--- src/rtl/rqd_pkg.sv ---
package rqd_pkg;
  typedef enum logic [1:0] {
    MV_NONE = 2'b00,
    MV_UP   = 2'b01,
    MV_DN   = 2'b10,
    MV_BAD  = 2'b11
  } move_e;
endpackage

--- src/rtl/rqd_sync.sv ---
module rqd_sync #(
  parameter int STAGES = 2,
  parameter int W      = 2
) (
  input  logic         clk,
  input  logic         rst_n,
  input  logic [W-1:0] d,
  output logic [W-1:0] q
);
  logic [W-1:0] stg_q [STAGES];

  generate
    for (genvar i = 0; i < STAGES; i++) begin : g_stage
      logic [W-1:0] stg_d;
      if (i == 0) begin : g_first
        always_comb stg_d = d;
      end else begin : g_next
        always_comb stg_d = stg_q[i-1];
      end
      always_ff @(posedge clk or negedge rst_n) begin
        if (!rst_n) stg_q[i] <= '0;
        else        stg_q[i] <= stg_d;
      end
    end
  endgenerate

  assign q = stg_q[STAGES-1];
endmodule

--- src/rtl/rqd_edge_dir.sv ---
module rqd_edge_dir
  import rqd_pkg::*;
(
  input  logic  clk,
  input  logic  rst_n,
  input  logic  a_s,
  input  logic  b_s,
  output move_e move
);
  logic a_prev_q, b_prev_q;
  logic a_chg, b_chg;

  always_ff @(posedge clk or negedge rst_n) begin
    if (!rst_n) begin
      a_prev_q <= 1'b0;
      b_prev_q <= 1'b0;
    end else begin
      a_prev_q <= a_s;
      b_prev_q <= b_s;
    end
  end

  always_comb begin
    a_chg = a_s ^ a_prev_q;
    b_chg = b_s ^ b_prev_q;
    move  = MV_NONE;
    if (a_chg && b_chg)
      move = MV_BAD;
    else if (a_chg)
      move = (a_s == b_s) ? MV_UP : MV_DN;
    else if (b_chg)
      move = (b_s != a_s) ? MV_UP : MV_DN;
  end

  AST_CHANGE_DECODED: assert property (@(posedge clk) disable iff (!rst_n)
    ((a_s != a_prev_q) || (b_s != b_prev_q)) |-> (move != MV_NONE));
endmodule

--- src/rtl/rqd_pos_count.sv ---
module rqd_pos_count
  import rqd_pkg::*;
#(
  parameter int W = 8
) (
  input  logic         clk,
  input  logic         rst_n,
  input  logic         clr,
  input  move_e        move,
  output logic [W-1:0] pos,
  output logic         up,
  output logic         dn,
  output logic         bad
);
  localparam logic [W-1:0] ONE = {{(W-1){1'b0}}, 1'b1};

  logic [W-1:0] pos_q, pos_d;
  logic         up_q, up_d, dn_q, dn_d, bad_q, bad_d;
  logic         pos_en;

  always_comb begin
    pos_d  = pos_q;
    pos_en = 1'b0;
    up_d   = 1'b0;
    dn_d   = 1'b0;
    bad_d  = 1'b0;
    if (clr) begin
      pos_d  = '0;
      pos_en = 1'b1;
    end else begin
      case (move)
        MV_UP:   begin pos_d = pos_q + ONE; pos_en = 1'b1; up_d = 1'b1; end
        MV_DN:   begin pos_d = pos_q - ONE; pos_en = 1'b1; dn_d = 1'b1; end
        MV_BAD:  bad_d = 1'b1;
        default: ;
      endcase
    end
  end

  always_ff @(posedge clk or negedge rst_n) begin
    if (!rst_n) begin
      pos_q <= '0;
      up_q  <= 1'b0;
      dn_q  <= 1'b0;
      bad_q <= 1'b0;
    end else begin
      if (pos_en) pos_q <= pos_d;
      up_q  <= up_d;
      dn_q  <= dn_d;
      bad_q <= bad_d;
    end
  end

  assign pos = pos_q;
  assign up  = up_q;
  assign dn  = dn_q;
  assign bad = bad_q;

  AST_UP_INC: assert property (@(posedge clk) disable iff (!rst_n)
    up_q |-> (pos_q == $past(pos_q) + ONE));
  AST_DN_DEC: assert property (@(posedge clk) disable iff (!rst_n)
    dn_q |-> (pos_q == $past(pos_q) - ONE));
  AST_CLR_WINS: assert property (@(posedge clk) disable iff (!rst_n)
    clr |=> (pos_q == '0 && !up_q && !dn_q && !bad_q));
  AST_ONE_STROBE: assert property (@(posedge clk) disable iff (!rst_n)
    $onehot0({up_q, dn_q, bad_q}));
  AST_QUIET_HOLDS: assert property (@(posedge clk) disable iff (!rst_n)
    (!up_q && !dn_q && !$past(clr)) |-> $stable(pos_q));
endmodule

--- src/rtl/rot_quad_decoder.sv ---
module rot_quad_decoder
  import rqd_pkg::*;
#(
  parameter int POS_W       = 8,
  parameter int SYNC_STAGES = 2
) (
  input  logic             clk,
  input  logic             rst_n,
  input  logic             clr,
  input  logic             ph_a,
  input  logic             ph_b,
  output logic [POS_W-1:0] pos,
  output logic             step_up,
  output logic             step_dn,
  output logic             bad_step
);
  localparam int PH_W = 2;

  logic [PH_W-1:0] ph_s;
  move_e           move;

  rqd_sync #(.STAGES(SYNC_STAGES), .W(PH_W)) u_sync (
    .clk   (clk),
    .rst_n (rst_n),
    .d     ({ph_a, ph_b}),
    .q     (ph_s)
  );

  rqd_edge_dir u_edge (
    .clk   (clk),
    .rst_n (rst_n),
    .a_s   (ph_s[1]),
    .b_s   (ph_s[0]),
    .move  (move)
  );

  rqd_pos_count #(.W(POS_W)) u_cnt (
    .clk   (clk),
    .rst_n (rst_n),
    .clr   (clr),
    .move  (move),
    .pos   (pos),
    .up    (step_up),
    .dn    (step_dn),
    .bad   (bad_step)
  );

  AST_BAD_HOLDS: assert property (@(posedge clk) disable iff (!rst_n)
    (bad_step && !$past(clr)) |-> $stable(pos));
endmodule

--- config.mk ---
export PLATFORM = sky130hd
export DESIGN_NAME = rot_quad_decoder
export DESIGN_NICKNAME = d
export VERILOG_FILES = /design/src/rtl/rqd_pkg.sv /design/src/rtl/rqd_sync.sv /design/src/rtl/rqd_edge_dir.sv /design/src/rtl/rqd_pos_count.sv /design/src/rtl/rot_quad_decoder.sv
export SDC_FILE = /design/constraint.sdc
export NUM_CORES = 1
export LEC_CHECK = 0
export ABC_AREA = 1
export BUFFER_PORTS_ARGS = -buffer_cell sky130_fd_sc_hd__buf_2
export CAP_MARGIN = 30
export CORE_AREA = 2 2 48 50
export DETAILED_ROUTE_END_ITERATION = 8
export DIE_AREA = 0 0 50 52
export PLACE_DENSITY = 0.7
export SYNTH_ARGS = -nofsm -noshare
export SYNTH_HDL_FRONTEND = slang
export SYNTH_SLANG_ARGS = --single-unit
--- constraint.sdc ---
create_clock -name clk -period 2.9 [get_ports clk]
set_input_delay 0.29 -clock clk [delete_from_list [all_inputs] [get_ports clk]]
set_output_delay 0.29 -clock clk [all_outputs]
set_load 0.05 [all_outputs]
* Word level (Yosys, flattened, before mapping)
Index checks and enable logic that the tools add are counted.
Storage, ports and cells: bits of input ports 5, bits in registers 17, word-level logic and storage cells 36
Cells by class: muxes and demuxes 15, equal/unequal tests 5, add/sub/neg operators 2, bitwise logic cells 2, reductions and logical operators 4
Operator list (number):
- 8-bit case mux with 2 select lines | 1
- 2-bit 2-to-1 mux | 5
- 8-bit by 1-bit adder with 8-bit output, second input constant | 1
- 1-bit 2-to-1 mux | 8
- 8-bit 2-to-1 mux | 1
- 8-bit by 1-bit subtractor with 8-bit output, second input constant | 1
- 2-bit equality test, second input constant | 2
- 3-bit nonzero test | 1
- 2-bit by 1-bit equality test with 1-bit output, second input constant | 1
- 2-bit AND reduction | 1
- 2-bit OR reduction | 1
- 1-bit XOR | 2
- 1-bit equality test | 1
- 1-bit logical AND | 1
- 1-bit != test | 1

* Longest topological paths before layout
word-level depth 10, mapped depth 17

* Hierarchy
From an unflattened synthesis, not the netlist that was laid out.
Unflattened totals: cell total of the unflattened synthesis 140, area total of the unflattened synthesis 1058.5 um^2
By module, submodules not included:
- rqd_pos_count | cells an instance 112, area an instance 825.8 um^2, times used 1
- rqd_edge_dir | cells an instance 24, area an instance 132.6 um^2, times used 1
- rqd_sync | cells an instance 4, area an instance 100.1 um^2, times used 1

* Least setup slack after synthesis
Ideal clock, no wire load.
path type reg2reg, start reg u_sync.stg_q (netlist bit u_sync.q[0]), end reg u_cnt.pos_q[6], in the netlist u_cnt.pos[6], path buffers 0, stages on the path, launching flop included 15, required time 2782 ps, arrival 2224 ps, setup time 118 ps, setup slack 558 ps, cell sequence dfrtp_1 -> xnor2_1 -> inv_1 -> o21ai_0 -> ha_1 -> nand2_1 -> inv_1 -> nor2_4 -> ha_1 -> a21oi_1 -> inv_1 -> nand4_1 -> nand3_1 -> nand3_1 -> nand2_1
Between the ends: longest elaborated chain between the ends 10
RTL lines:
- from (decl) | line rqd_sync.sv:10 | logic [W-1:0] stg_q [STAGES];
- from (signal, indexed assignment) | line rqd_sync.sv:22 | else stg_q[i] <= stg_d;
- 1-bit != test | line rqd_edge_dir.sv:32 | move = (b_s != a_s) ? MV_UP : MV_DN;
- 2-bit 2-to-1 mux | line rqd_edge_dir.sv:32
- 2-bit 2-to-1 mux | line rqd_edge_dir.sv:31 | else if (b_chg)
- 2-bit 2-to-1 mux | line rqd_edge_dir.sv:29 | else if (a_chg)
- 2-bit 2-to-1 mux * | line rqd_edge_dir.sv:27 | if (a_chg && b_chg)
- 2-bit by 1-bit equality test with 1-bit output or 2-bit equality test (tied branches) | line rqd_pos_count.sv:31 | case (move)
- 2-bit OR reduction (no line)
- 1-bit 2-to-1 mux | line rqd_pos_count.sv:31
- 1-bit 2-to-1 mux | line rqd_pos_count.sv:27 | if (clr) begin
- 2-bit AND reduction (no line)
- to (signal assigned) | line rqd_pos_count.sv:47 | if (pos_en) pos_q <= pos_d;
- to (decl) | line rqd_pos_count.sv:17 | logic [W-1:0] pos_q, pos_d;
Mark *: on every way between the ends. The rest lies on a longest branch, timed or not. A chain may end at the register's enable or synchronous reset.

* Worst setup path in the final report
Ends and elaborated chain as after synthesis.

==> results.ini <==
[status]
run_status=complete, no violations

[logic_synthesis]
synth_area_per_cell_um2=8.10
synth_top_area_frac=0.420
post_synth_main_area_contributors=sky130_fd_sc_hd__dfrtp_1 42%, sky130_fd_sc_hd__nand2_1 13%, sky130_fd_sc_hd__ha_1 8.7%
number_of_instances_in_the_synthesized_netlist=125
post_synth_num_cell_types=22
synth.most_common_cell=sky130_fd_sc_hd__nand2_1
netlist_top_cells_count=35 x sky130_fd_sc_hd__nand2_1, 19 x sky130_fd_sc_hd__inv_1, 17 x sky130_fd_sc_hd__dfrtp_1
ys_dominant_reg_cell=sky130_fd_sc_hd__dfrtp_1
synth_enable_flop_cells=0
synth_area_leader_cell=sky130_fd_sc_hd__dfrtp_1
cell_area_synth_mm2=0.00101
share_of_the_yosys_chip_area_belonging_to_registers=0.420
postSynth.asyncResetShare=1.00
synth-seq-cells=17
yosys_warning_total=0
synthesis.nets=137

[critical_path]
worstPathMaxFanout=9
timing.rr.end=u_cnt.pos[6]$_DFFE_PN0P_
cp_data_required_time_ns=3.10
worstPathArrival_ns=2.78
critPathLaunchType=flop
r2r_worst_path_depth=14
worstReg2RegStart=u_sync.q[0]$_DFF_PN0_
worst-r2r-setup-slack_ns=0.31
path_class=reg -> reg
worstSetupEndpointType=flop

[final_layout]
num-nets-final=158
n_antenna_cell=0
syn_to_final_growth_pct=14.6
finish.instance_area_mm2=0.00116
layout-drive-gt1-share=0.221

[place]
numPortBuffers=15
routabilityCongestion=0.842
post-place-ws_ns=0.331
placed_area_mm2=0.00112
detailed_place_hpwl_um=1310

[hold_path]
hold_path_depth=1
holdPathEnd=u_sync.g_stage[1].stg_d[0]$_DFF_PN0_
hold_class=in -> reg
hold_path.startpoint=ph_b

[floorplan]
top_level_ports=16
floorplan.die_area_mm2=0.00260
floorplan.initialDensity=0.481
placeable_core_region_mm2=0.00211
floorplan.die.height_um=52
chipWidth_um=50
placement_rows=17

[drt]
dr.first_iter.drc_count=11
route.detailed.vias_per_inst=4.68
route.detailed.drc=0
routedWlPerCell_um=10.2
drt-total-wl_um=1760
dr_total_vias=809
antenna_left=0
drt-pass1-iter-count=4

[power_and_ir_drop]
power.density_cell_area_mw_per_mm2=600
total_power_uw=696
power.static_leakage_nw=0.657
worst_ir_drop_vdd_v=0.000274

[grt]
globalRouteOverflowTotal=0
globalRouteMet2Util=0.263
grt_util_met1=0.200
wire_length_of_the_first_global_routing_pass_um=3140
first_global_vias=743
grt_start_max_net_pins=18
antenna_found_initial=0
grt.total_usage=0.166
grt_util_met3=0.0374
global_route.peak_usage_layer=met2

[cts]
count_of_instances_resized_after_the_clock_tree_is_built=0
cts_inserted_buffers=3
cts.sinks=17
cts_tree=built
cts-root-to-sink-buffers=2
clock-root-buffer=sky130_fd_sc_hd__clkbuf_4
clk_pin_slew_worst_paths_ns=0.10
cts_hold_repair.buffers=1
post_cts_buffers=0
htreeDepth=1
clkLatencyLatePin_ns=0.30

[sta]
worst_clock_skew_ns=0.00575
timing.fmax_mhz=387
grt_setup_unrepaired=no
setup_viol_count_final=0
worst_pin_slew_ns=0.599
final.min_clock_period_ns=2.59
finalHoldViolCount=0
drv_slew=0
timing.max_slew.rel_slack=0.599
whs_ns=0.0957
min_period_over_period=0.891
fin_setup_tns_ns=0
worst_slack_ns=0.315

[job]
maxCapViolCount=0

[cells by family after synthesis]
group	count (synthesis)	synth area share
adders and majority gates	7	0.0865
and+or+nand+nor	57	0.269
AOI/OAI and AO/OA	17	0.0989
buffers and inverters	22	0.0816
xor gates and xnor gates	5	0.0433
DFF	17	0.420
[worst max-delay path by stage]
stage	start	cells past startpoint	to	slack (ns)
floorplan	u_sync.q[0]$_DFF_PN0_	14	u_cnt.pos[6]$_DFFE_PN0P_	0.56
CTS	u_sync.q[0]$_DFF_PN0_	14	u_cnt.pos[6]$_DFFE_PN0P_	0.29
global route	u_sync.q[0]$_DFF_PN0_	14	u_cnt.pos[6]$_DFFE_PN0P_	0.04
finish	u_sync.q[0]$_DFF_PN0_	14	u_cnt.pos[6]$_DFFE_PN0P_	0.31
global placement	u_sync.q[0]$_DFF_PN0_	11	u_cnt.pos[4]$_DFFE_PN0P_	0.40
detailed placement	u_sync.q[0]$_DFF_PN0_	14	u_cnt.pos[6]$_DFFE_PN0P_	0.33
[through the flow]
stage,std cells,util
2_1_floorplan,125,-
3_3_place_gp,168,0.533
3_5_place_dp,168,0.533
4_1_cts,173,0.551
5_1_grt,173,0.551
6_report,173,0.551
[placed cells by master, fill, tap and decap left out]
| cell type | netlist | layout |
|---|---|---|
| sky130_fd_sc_hd__o21ai_1 | 2 | 2 |
| sky130_fd_sc_hd__nand2_2 | 3 | 3 |
| sky130_fd_sc_hd__nand2_1 | 35 | 35 |
| sky130_fd_sc_hd__inv_1 | 19 | 19 |
| sky130_fd_sc_hd__nor2_8 | 1 | 1 |
| sky130_fd_sc_hd__o21bai_1 | 3 | 3 |
| sky130_fd_sc_hd__nor3_1 | 1 | 1 |
| sky130_fd_sc_hd__ha_1 | 7 | 7 |
| sky130_fd_sc_hd__inv_2 | 3 | 3 |
| sky130_fd_sc_hd__nand4_1 | 1 | 1 |
| sky130_fd_sc_hd__xor2_1 | 1 | 1 |
| sky130_fd_sc_hd__nor2_2 | 1 | 1 |
| sky130_fd_sc_hd__a21oi_1 | 4 | 4 |
| sky130_fd_sc_hd__nor2_1 | 5 | 5 |
| sky130_fd_sc_hd__dlygate4sd3_1 | 0 | 1 |
| sky130_fd_sc_hd__nor3_2 | 1 | 1 |
| sky130_fd_sc_hd__a21oi_2 | 2 | 2 |
| sky130_fd_sc_hd__clkbuf_4 | 0 | 3 |
| sky130_fd_sc_hd__nor2_4 | 1 | 1 |
| sky130_fd_sc_hd__dfrtp_1 | 17 | 17 |
| sky130_fd_sc_hd__nand3_1 | 7 | 7 |
| sky130_fd_sc_hd__o21ai_0 | 6 | 6 |
| sky130_fd_sc_hd__buf_2 | 0 | 15 |
| sky130_fd_sc_hd__nand3_2 | 1 | 1 |
| sky130_fd_sc_hd__xnor2_1 | 4 | 4 |
| sky130_fd_sc_hd__clkinv_2 | 0 | 1 |
[per-layer routing]
metal,part of all wire,vias to the layer above
li1,-,433
met1,0.48,357
met2,0.45,15
met3,0.050,4
met4,0.018,0
met5,0,-
[flip-flops by register name, indices dropped and copies added (netlist names)]
register,flops
u_cnt.pos,8
u_cnt.bad,1
u_sync.q,2
u_edge.a_prev_q,1
u_sync.g_stage.stg_d,2
u_edge.b_prev_q,1
u_cnt.up,1
u_cnt.dn,1
[cell type report]
class / count / area [um^2]
clock buffer: 3 / 22.5
clock inverter: 1 / 5.00
fill: 201 / 946
inverter: 22 / 82.6
multi-input combinational: 86 / 504
sequential: 17 / 425
tap: 28 / 35.0
timing repair buffer: 16 / 85.1
[worst max-delay path: stages (launching register included)]
cell                      delay, ns
sky130_fd_sc_hd__dfrtp_1       0.42
sky130_fd_sc_hd__xnor2_1       0.23
sky130_fd_sc_hd__inv_1         0.08
sky130_fd_sc_hd__o21ai_0       0.28
sky130_fd_sc_hd__ha_1          0.45
sky130_fd_sc_hd__nand2_1       0.11
sky130_fd_sc_hd__inv_1         0.11
sky130_fd_sc_hd__nor2_4        0.04
sky130_fd_sc_hd__ha_1          0.18
sky130_fd_sc_hd__a21oi_1       0.16
sky130_fd_sc_hd__inv_1         0.11
sky130_fd_sc_hd__nand4_1       0.12
sky130_fd_sc_hd__nand3_1       0.07
sky130_fd_sc_hd__nand3_1       0.08
sky130_fd_sc_hd__nand2_1       0.05
[where the power goes]
part / total [mW] / leakage, nW / internal, mW / switching (mW)
logic: 0.285 / 0.420 / 0.0803 / 0.205
registers: 0.282 / 0.220 / 0.261 / 0.0209
clock network: 0.129 / 0.0177 / 0.0514 / 0.0780
Note: power is estimated with default switching activity, not from simulation.
